===== config.mk =====
export PLATFORM = sky130hd
export DESIGN_NAME = wl_early_resolver
export DESIGN_NICKNAME = d
export VERILOG_FILES = /design/src/rtl/wl_early_pkg.sv /design/src/rtl/wl_early_slice.sv /design/src/rtl/wl_early_regif.sv /design/src/rtl/wl_early_resolver.sv
export SDC_FILE = /design/constraint.sdc
export NUM_CORES = 1
export LEC_CHECK = 0
export BUFFER_PORTS_ARGS = -buffer_cell sky130_fd_sc_hd__buf_2
export CAP_MARGIN = 5
export CORE_MARGIN = 4
export CORE_UTILIZATION = 57
export CTS_BUF_LIST = sky130_fd_sc_hd__clkbuf_8
export DETAILED_ROUTE_END_ITERATION = 12
export GPL_TIMING_DRIVEN = 0
export PLACE_DENSITY = 0.82
export SLEW_MARGIN = 20
export SYNTH_ARGS = -nofsm -noshare
export SYNTH_HDL_FRONTEND = slang
export SYNTH_HIERARCHICAL = 1
export SYNTH_SLANG_ARGS = --single-unit

===== constraint.sdc =====
create_clock -name clk -period 2.8 [get_ports clk]
set_clock_uncertainty 0.1 [all_clocks]
set_input_delay 0.7 -clock clk [delete_from_list [all_inputs] [get_ports clk]]
set_output_delay 0.7 -clock clk [all_outputs]
set_load 0.01 [all_outputs]

===== src/rtl/wl_early_pkg.sv =====
package wl_early_pkg;
  localparam int DLY_W   = 10;
  localparam int PERIOD  = 512;
  localparam int DATA_W  = 32;
  localparam int FZ_BIT  = 16;
  localparam int PER_LSB = 16;

  typedef enum logic [1:0] {
    FLD_DLY  = 2'd0,
    FLD_CTL  = 2'd1,
    FLD_ADJ  = 2'd2,
    FLD_STAT = 2'd3
  } fld_e;
endpackage


===== src/rtl/wl_early_slice.sv =====
module wl_early_slice
  import wl_early_pkg::*;
(
  input  logic               clk,
  input  logic               rst_n,
  input  logic               cap_i,
  input  logic [DLY_W-1:0]   cap_dly_i,
  input  logic [2*DLY_W-1:0] cap_adj_i,
  input  logic               wr_dly_i,
  input  logic               wr_ctl_i,
  input  logic               wr_adj_i,
  input  logic [DATA_W-1:0]  wdata_i,
  output logic [DLY_W-1:0]   raw_o,
  output logic [DLY_W-1:0]   thr_o,
  output logic               fz_o,
  output logic [2*DLY_W-1:0] adj_o,
  output logic               valid_o,
  output logic [DLY_W-1:0]   dqs_o,
  output logic               cmd_o,
  output logic               cmd_nxt_o,
  output logic               early_o,
  output logic               forced_o
);
  localparam logic [DLY_W-1:0] THR_OFF = DLY_W'(PERIOD);

  logic             early_nxt;
  logic             forced_nxt;
  logic [DLY_W-1:0] dqs_nxt;

  // Stored state: delay, control, adjust, valid
  always_ff @(posedge clk or negedge rst_n) begin
    if (!rst_n) begin
      raw_o   <= '0;
      thr_o   <= THR_OFF;
      fz_o    <= 1'b0;
      adj_o   <= '0;
      valid_o <= 1'b0;
    end else begin
      if (wr_dly_i)   raw_o <= wdata_i[DLY_W-1:0];
      else if (cap_i) raw_o <= cap_dly_i;
      if (wr_ctl_i) begin
        thr_o <= wdata_i[DLY_W-1:0];
        fz_o  <= wdata_i[FZ_BIT];
      end
      if (wr_adj_i)   adj_o <= {wdata_i[PER_LSB +: DLY_W], wdata_i[DLY_W-1:0]};
      else if (cap_i) adj_o <= cap_adj_i;
      if (wr_dly_i || cap_i) valid_o <= 1'b1;
    end
  end

  // Early decision
  always_comb begin
    early_nxt  = valid_o && (thr_o < THR_OFF) && (raw_o > thr_o);
    forced_nxt = early_nxt && fz_o;
    cmd_nxt_o  = early_nxt && !fz_o;
    dqs_nxt    = forced_nxt ? '0 : raw_o;
  end

  // Output stage
  always_ff @(posedge clk or negedge rst_n) begin
    if (!rst_n) begin
      dqs_o    <= '0;
      cmd_o    <= 1'b0;
      early_o  <= 1'b0;
      forced_o <= 1'b0;
    end else begin
      dqs_o    <= dqs_nxt;
      cmd_o    <= cmd_nxt_o;
      early_o  <= early_nxt;
      forced_o <= forced_nxt;
    end
  end
endmodule


===== src/rtl/wl_early_regif.sv =====
module wl_early_regif
  import wl_early_pkg::*;
#(
  parameter int NSLICE = 4,
  parameter int ADDR_W = 4
) (
  input  logic                      wr_en_i,
  input  logic [ADDR_W-1:0]         addr_i,
  input  logic [NSLICE*DLY_W-1:0]   raw_i,
  input  logic [NSLICE*DLY_W-1:0]   thr_i,
  input  logic [NSLICE-1:0]         fz_i,
  input  logic [NSLICE*2*DLY_W-1:0] adj_i,
  input  logic [NSLICE-1:0]         valid_i,
  input  logic [NSLICE-1:0]         early_i,
  input  logic [NSLICE-1:0]         forced_i,
  output logic [NSLICE-1:0]         wr_dly_o,
  output logic [NSLICE-1:0]         wr_ctl_o,
  output logic [NSLICE-1:0]         wr_adj_o,
  output logic [DATA_W-1:0]         rdata_o
);
  localparam int SEL_W = ADDR_W - 2;

  logic [SEL_W-1:0] sel;
  fld_e             fld;

  assign sel = addr_i[ADDR_W-1:2];
  assign fld = fld_e'(addr_i[1:0]);

  for (genvar s = 0; s < NSLICE; s++) begin : g_dec
    logic hit;
    assign hit         = wr_en_i && (sel == SEL_W'(s));
    assign wr_dly_o[s] = hit && (fld == FLD_DLY);
    assign wr_ctl_o[s] = hit && (fld == FLD_CTL);
    assign wr_adj_o[s] = hit && (fld == FLD_ADJ);
  end

  always_comb begin
    rdata_o = '0;
    for (int s = 0; s < NSLICE; s++) begin
      if (sel == SEL_W'(s)) begin
        case (fld)
          FLD_DLY: rdata_o[DLY_W-1:0] = raw_i[s*DLY_W +: DLY_W];
          FLD_CTL: begin
            rdata_o[DLY_W-1:0] = thr_i[s*DLY_W +: DLY_W];
            rdata_o[FZ_BIT]    = fz_i[s];
          end
          FLD_ADJ: begin
            rdata_o[DLY_W-1:0]       = adj_i[s*2*DLY_W +: DLY_W];
            rdata_o[PER_LSB +: DLY_W] = adj_i[s*2*DLY_W+DLY_W +: DLY_W];
          end
          default: rdata_o[2:0] = {forced_i[s], early_i[s], valid_i[s]};
        endcase
      end
    end
  end
endmodule


===== src/rtl/wl_early_resolver.sv =====
module wl_early_resolver
  import wl_early_pkg::*;
#(
  parameter int  NSLICE = 4,
  localparam int ADDR_W = $clog2(NSLICE) + 2
) (
  input  logic                      clk,
  input  logic                      rst_n,
  input  logic                      wr_en_i,
  input  logic [ADDR_W-1:0]         addr_i,
  input  logic [DATA_W-1:0]         wdata_i,
  output logic [DATA_W-1:0]         rdata_o,
  input  logic                      lvl_done_i,
  input  logic [NSLICE*DLY_W-1:0]   lvl_dly_i,
  input  logic [NSLICE*2*DLY_W-1:0] lvl_adj_i,
  output logic [NSLICE*DLY_W-1:0]   dqs_dly_o,
  output logic [NSLICE-1:0]         cmd_dly_slice_o,
  output logic                      cmd_dly_o
);
  logic [NSLICE*DLY_W-1:0]   raw_flat;
  logic [NSLICE*DLY_W-1:0]   thr_flat;
  logic [NSLICE-1:0]         fz_vec;
  logic [NSLICE*2*DLY_W-1:0] adj_flat;
  logic [NSLICE-1:0]         valid_vec;
  logic [NSLICE-1:0]         early_vec;
  logic [NSLICE-1:0]         forced_vec;
  logic [NSLICE-1:0]         cmd_nxt_vec;
  logic [NSLICE-1:0]         wr_dly;
  logic [NSLICE-1:0]         wr_ctl;
  logic [NSLICE-1:0]         wr_adj;

  wl_early_regif #(.NSLICE(NSLICE), .ADDR_W(ADDR_W)) u_regif (
    .wr_en_i  (wr_en_i),
    .addr_i   (addr_i),
    .raw_i    (raw_flat),
    .thr_i    (thr_flat),
    .fz_i     (fz_vec),
    .adj_i    (adj_flat),
    .valid_i  (valid_vec),
    .early_i  (early_vec),
    .forced_i (forced_vec),
    .wr_dly_o (wr_dly),
    .wr_ctl_o (wr_ctl),
    .wr_adj_o (wr_adj),
    .rdata_o  (rdata_o)
  );

  for (genvar s = 0; s < NSLICE; s++) begin : g_slice
    wl_early_slice u_slice (
      .clk       (clk),
      .rst_n     (rst_n),
      .cap_i     (lvl_done_i),
      .cap_dly_i (lvl_dly_i[s*DLY_W +: DLY_W]),
      .cap_adj_i (lvl_adj_i[s*2*DLY_W +: 2*DLY_W]),
      .wr_dly_i  (wr_dly[s]),
      .wr_ctl_i  (wr_ctl[s]),
      .wr_adj_i  (wr_adj[s]),
      .wdata_i   (wdata_i),
      .raw_o     (raw_flat[s*DLY_W +: DLY_W]),
      .thr_o     (thr_flat[s*DLY_W +: DLY_W]),
      .fz_o      (fz_vec[s]),
      .adj_o     (adj_flat[s*2*DLY_W +: 2*DLY_W]),
      .valid_o   (valid_vec[s]),
      .dqs_o     (dqs_dly_o[s*DLY_W +: DLY_W]),
      .cmd_o     (cmd_dly_slice_o[s]),
      .cmd_nxt_o (cmd_nxt_vec[s]),
      .early_o   (early_vec[s]),
      .forced_o  (forced_vec[s])
    );
  end

  // Global request registered alongside the per-lane flags
  always_ff @(posedge clk or negedge rst_n) begin
    if (!rst_n) cmd_dly_o <= 1'b0;
    else        cmd_dly_o <= |cmd_nxt_vec;
  end
endmodule


# [Word-level counts from Yosys, hierarchy flattened]
# Index checks and enable logic that the tools add are counted.
[totals] input_bits=160 output_inout_bits=77 regBits=221
[classes] n_eq_ne=5 reduce_logical=51 magnitude_cmp=8 muxes=44
[op_table] op="10-bit two-way mux" count=20
[op_table] op="20-bit two-way mux" count=8
[op_table] op="7-bit one-hot mux with 3 select lines" count=4
[op_table] op="10-bit greater-than comparator" count=4
[op_table] op="10-bit < comparator, second input constant" count=4
[op_table] op="9-bit two-way mux" count=4
[op_table] op="3-bit one-hot mux with 3 select lines" count=4
[op_table] op="1-bit logical AND" count=32
[op_table] op="2-bit nonzero test" count=8
[op_table] op="1-bit one-hot mux with 2 select lines" count=4
[op_table] op="2-bit == test, second input constant" count=3
[op_table] op="2-bit by 1-bit == test with 1-bit output, second input constant" count=2
[op_table] op="1-bit zero test" count=4
[op_table] op="2-bit zero test" count=2
[op_table] op="1-bit logical OR" count=4
[op_table] op="4-bit OR reduction" count=1

# [Longest topological paths before layout]
[depth] depth_word=9 mapped_depth=11 depth_no_buf=7

# [Cells and area by module]
# Netlist, hierarchy kept.
[modules_own_cells] module="wl_early_slice" area_per_inst_um2=2522.4 n_inst=4 cells_each=232
[modules_own_cells] module="wl_early_regif" area_per_inst_um2=1646.6 n_inst=1 cells_each=215
[modules_own_cells] module="wl_early_resolver" area_per_inst_um2=32.5 n_inst=1 cells_each=2

# [Worst setup path after synthesis]
# No wires, ideal clock.
[synth_path] kind="input -> output" startpoint="input addr_i[0]" endpoint="output rdata_o[3]" arrival_ns=1.869 path_buffers=2 setup_slack_ns=0.131 cell_stages=8 cell_sequence="inv_1 ha_1 buf_6 buf_6 a22oi_1 a21oi_1 a211oi_1 nor4_1"
[synth_via] elab_chain_len=9
[synth_rtl] item="from (decl)" line_no="wl_early_resolver.sv:10" rtl="input logic [ADDR_W-1:0] addr_i,"
[synth_rtl] item="2-bit == test, or another cell as far along" line_no="wl_early_regif.sv:41" rtl="case (fld)"
[synth_rtl] item="7-bit one-hot mux with 3 select lines" line_no="wl_early_regif.sv:41"
[synth_rtl] item="10-bit two-way mux" line_no="wl_early_regif.sv:40" rtl="if (sel == SEL_W'(s)) begin"
[synth_rtl] item="7-bit one-hot mux with 3 select lines" line_no="wl_early_regif.sv:41"
[synth_rtl] item="10-bit two-way mux" line_no="wl_early_regif.sv:40"
[synth_rtl] item="7-bit one-hot mux with 3 select lines" line_no="wl_early_regif.sv:41"
[synth_rtl] item="10-bit two-way mux" line_no="wl_early_regif.sv:40"
[synth_rtl] item="7-bit one-hot mux with 3 select lines" line_no="wl_early_regif.sv:41"
[synth_rtl] item="10-bit two-way mux (*)" line_no="wl_early_regif.sv:40"
[synth_rtl] item="to (decl)" line_no="wl_early_resolver.sv:12" rtl="output logic [DATA_W-1:0] rdata_o,"
# Every way passes the cells marked *; elsewhere a longest branch is shown, timed or not.

# [Worst setup path after layout]
[layout_path] startpoint="input addr_i[0]" endpoint="output rdata_o[1]"
[layout_via] elab_chain_len=6
[layout_rtl] item="2-bit == test, or another cell as far along" line_no="wl_early_regif.sv:41"
[layout_rtl] item="3-bit one-hot mux with 3 select lines" line_no="wl_early_regif.sv:41"
[layout_rtl] item="10-bit two-way mux (3 in series)" line_no="wl_early_regif.sv:40"
[layout_rtl] item="10-bit two-way mux (*)" line_no="wl_early_regif.sv:40"
# Marked as above.

==> impl_results.md <==
- Top Layer Used: met4
- H-tree Lvls: 2
- Drt wl/cell: 22.9 um
- P_leak: a little under 7 nW
- WL met3: 4.38 mm
- Final count of negative-setup-slack endpoints: 11
- Layout cell share with drive strength beyond 1: 31.3%
- CP startpoint kind: input pin
- Pre-CTS WS: -545 ps
- Largest net degree at the start of global routing: between 80 and 90
- Gpl congestion: 0.987
- Clk buf depth: 3
- Critical path class: in -> out
- Routed length on met2: 17.8 mm
- Top FF cell, synth: dfrtp_1
- Vias per cell: 6.17
- Clk sink count: 221
- Routed via count: 10.5k
- Cells after Synth: about 1.1k
- M1 wire length: roughly 15 mm
- Hold_buf cts: 0
- Max-slew violations: 0
- Final ANT Viol Nets: 0
- Setup ws final: -279 ps
- CORE AREA: 0.0203 mm^2
- Fmax: 325 MHz
- Final cycle utilization of the critical path: 110%
- Clock-pin slew on the worst setup and hold paths: 60 ps
- Gr usage total: 33.8%
- Worst-margin pin slew: 649 ps
- Top cells by area, synth: dfrtp_1 46%, mux2i_1 10%, o21ai_0 7.1%
- Violated checks: setup timing
- Die Area: 0.0230 mm^2
- Die span in y: 152 um
- Crit Reg-Reg Startpoint: g_slice[0].u_slice/thr_o[9]
- Port bufs: 210
- Die W: 152 um
- Final min period: 3080 ps
- Total CTS buffers: 39
- Hold WS: around 11 ps
- Yosys reg bits: 221
- Synth-to-layout area growth: 22.2%
- Pwr dens: 636 mW/mm^2
- Final hold vios: 0
- Outcome: finished, violations left
- Filler cell count: 1544
- Ys async rst share: 100%
- Post-layout net count: between 1.5k and 2k
- Hold Crit Class: in -> async
- TritonCTS clock tree: yes
- Starting Density: between 50% and 60%
- Arr. time, crit path: 2280 ps
- Placement Rows: 52
- CP Max Fanout: 5
- 1st-iter DRT viols: 1181
- Cell taking the most area after synthesis: dfrtp_1
- DRC: 0
- Worst Setup SP: addr_i[0]
- Initial antenna violation count: 3
- Synth warn: 6
- I/O pin count: about 240
- First-pass GRT wire length: between 50 and 60 mm
- Avg Cell Area, Syn: 10.3 um^2
- RSZ-0062 raised after global routing: true
- First drt pass iteration count: 8
- Peak VDD IR: roughly 0.4 mV
- Unique cell type count in the Yosys netlist: 45
- Clk root buf: clkbuf_8
- Total gr overflow: 0
- Post-synthesis sequential area ratio: 47.0%
- Clock Latency Late Sink: 540 ps
- Synth top area share: 46.1%
- Routed WL: 39.1 mm
- Mapped cell area: approximately 0.012 mm^2
- Slew margin rel.: 56.6%
- Vias in the first global route: 10.6k
- Endpoint type of the worst setup path: output pin
- Dpl hpwl: ~28 mm
- EDFF count, synth: 0
- Largest incremental delay on the critical path: 410 ps
- Max-cap check violation count: 0
- Worst path cell trace: buf_12 -> inv_6 -> ha_4 -> buf_8 -> a222oi_1 -> mux2i_1 -> a21oi_1 -> o311ai_2 -> buf_2
- Worst Path Required: 2000 ps
- Crit-path slowest cell: a222oi_1
==> logic make-up (layout without fill, tap and decap cells) <==
logic type / Yosys count / in the layout / synth area share, %
buffers and inverters: 159 / 439 / 6.85
AO/OA/AOI/OAI: 326 / 326 / 18.8
adder cells (fa/ha/maj): 44 / 44 / 4.68
flip-flops: 221 / 221 / 47.0
AND/OR/NAND/NOR: 250 / 250 / 9.27
other: 1 / 16 / 0.0319
multiplexers: 144 / 144 / 13.3
==> synth_stat cells, drive strengths merged, types with 5 or more instances <==
| cell type | instances |
|---|---|
| a211oi | 27 |
| a21boi | 36 |
| a21oi | 34 |
| a221oi | 14 |
| a22o | 13 |
| a22oi | 19 |
| and2 | 13 |
| buf | 57 |
| clkbuf | 37 |
| dfrtp | 217 |
| ha | 44 |
| inv | 65 |
| mux2 | 12 |
| mux2i | 123 |
| mux4 | 9 |
| nand2 | 175 |
| nand2b | 7 |
| nand4 | 8 |
| nor2 | 20 |
| nor4 | 6 |
| o21ai | 169 |
| o311ai | 5 |
==> timing repair <==
| item | 4_1_cts | 5_1_grt |
|---|---|---|
| resized for setup | 59 | 25 |
| cloned | 0 | 0 |
| endpoints found under the setup margin | 20 | 11 |
| buffers inserted | 10 | 1 |
| pin swaps | 22 | 15 |
==> layer usage <==
metal  vias up  global-route usage, %
met4         0                   18.9
met3       168                   7.32
li1       4568                      -
met2       732                   52.2
met1      5075                   44.4
met5         -                      0
==> worst paths after layout <==
path	cells after the start	slack (ps)	endpoint
setup / recovery	9	-280	rdata_o[1]
setup reg to reg	7	220	cmd_dly_o
hold / removal	1	10	g_slice[1].u_slice/dqs_o[4]
max in group asynchronous	2	1750	g_slice[3].u_slice/thr_o[9]
hold reg to reg	1	420	g_slice[1].u_slice/valid_o
min in group clk	3	340	g_slice[0].u_slice/adj_o[16]
==> report_power, final <==
| group | leakage, nW | internal, mW | switching [mW] |
|---|---|---|---|
| sequential | 2.62 | 3.72 | 0.360 |
| combinational | 3.71 | 1.01 | 1.37 |
| clock | 0.391 | 1.42 | 1.28 |
| total | 6.72 | 6.14 | 3.01 |
==> metrics by stage <==
stage                     power [mW]  TNS (ps)  utilization [%]  instance area, um^2  instances
after CTS                       9.09     -1110             70.3                14300       1706
after global placement          6.23   -632920             65.0                13200       1636
after global routing            9.58     -1560             70.9                14400       1709
after detailed placement        6.34    -24440             65.3                13300       1638
final                           9.15     -1620             70.9                14400       1710
after floorplan                 5.44         0                -                11800       1156
==> worst max-delay path, delay by kind of cell <==
kind / cells / cell delay [ps]
AOI/OAI and AO/OA: 3 / 790
buffers and inverters: 4 / 440
adders and majority gates: 1 / 190
muxes: 1 / 150
==> layout make-up <==
class	count	area [um^2]	share of cell area (%)
sequential	221	5540	38.5
inverter	65	256	1.78
clock inverter	16	68.8	0.478
antenna	4	10.0	0.0696
tap	270	338	2.35
buffer	91	588	4.09
clock buffer	44	606	4.21
timing repair buffer	223	1260	8.75
multi-input combinational	776	5730	39.8
==> placed cells by master (no fill, tap or decap), types with 5 or more instances in the layout <==
cell | netlist | layout
a22oi_1 | 19 | 18
a221oi_2 | 1 | 9
nand2_1 | 175 | 175
buf_6 | 14 | 12
conb_1 | 1 | 12
nand4_1 | 8 | 8
a211oi_2 | 4 | 17
a21boi_2 | 36 | 36
clkbuf_8 | 0 | 44
ha_1 | 44 | 41
a22o_1 | 13 | 13
clkbuf_1 | 37 | 36
a21oi_2 | 4 | 9
a21oi_1 | 30 | 25
mux4_2 | 9 | 9
nor4_2 | 0 | 6
nor2_1 | 20 | 20
dfrtp_1 | 217 | 217
and2_1 | 9 | 9
a211oi_1 | 23 | 9
o311ai_2 | 4 | 5
inv_1 | 65 | 74
nand2b_1 | 7 | 7
buf_2 | 26 | 226
buf_8 | 1 | 9
buf_4 | 16 | 25
mux2_2 | 11 | 11
o21ai_0 | 168 | 168
mux2i_1 | 123 | 123
==> registers in the layout, summed over array words and instances, names as in the netlist, 4 cells and up <==
| signal | cells |
|---|---|
| g_slice.u_slice/adj_o | 80 |
| g_slice.u_slice/cmd_o | 4 |
| g_slice.u_slice/dqs_o | 40 |
| g_slice.u_slice/early_o | 4 |
| g_slice.u_slice/forced_o | 4 |
| g_slice.u_slice/fz_o | 4 |
| g_slice.u_slice/raw_o | 40 |
| g_slice.u_slice/thr_o | 40 |
| g_slice.u_slice/valid_o | 4 |
Note: power is estimated with default switching activity, not from simulation.
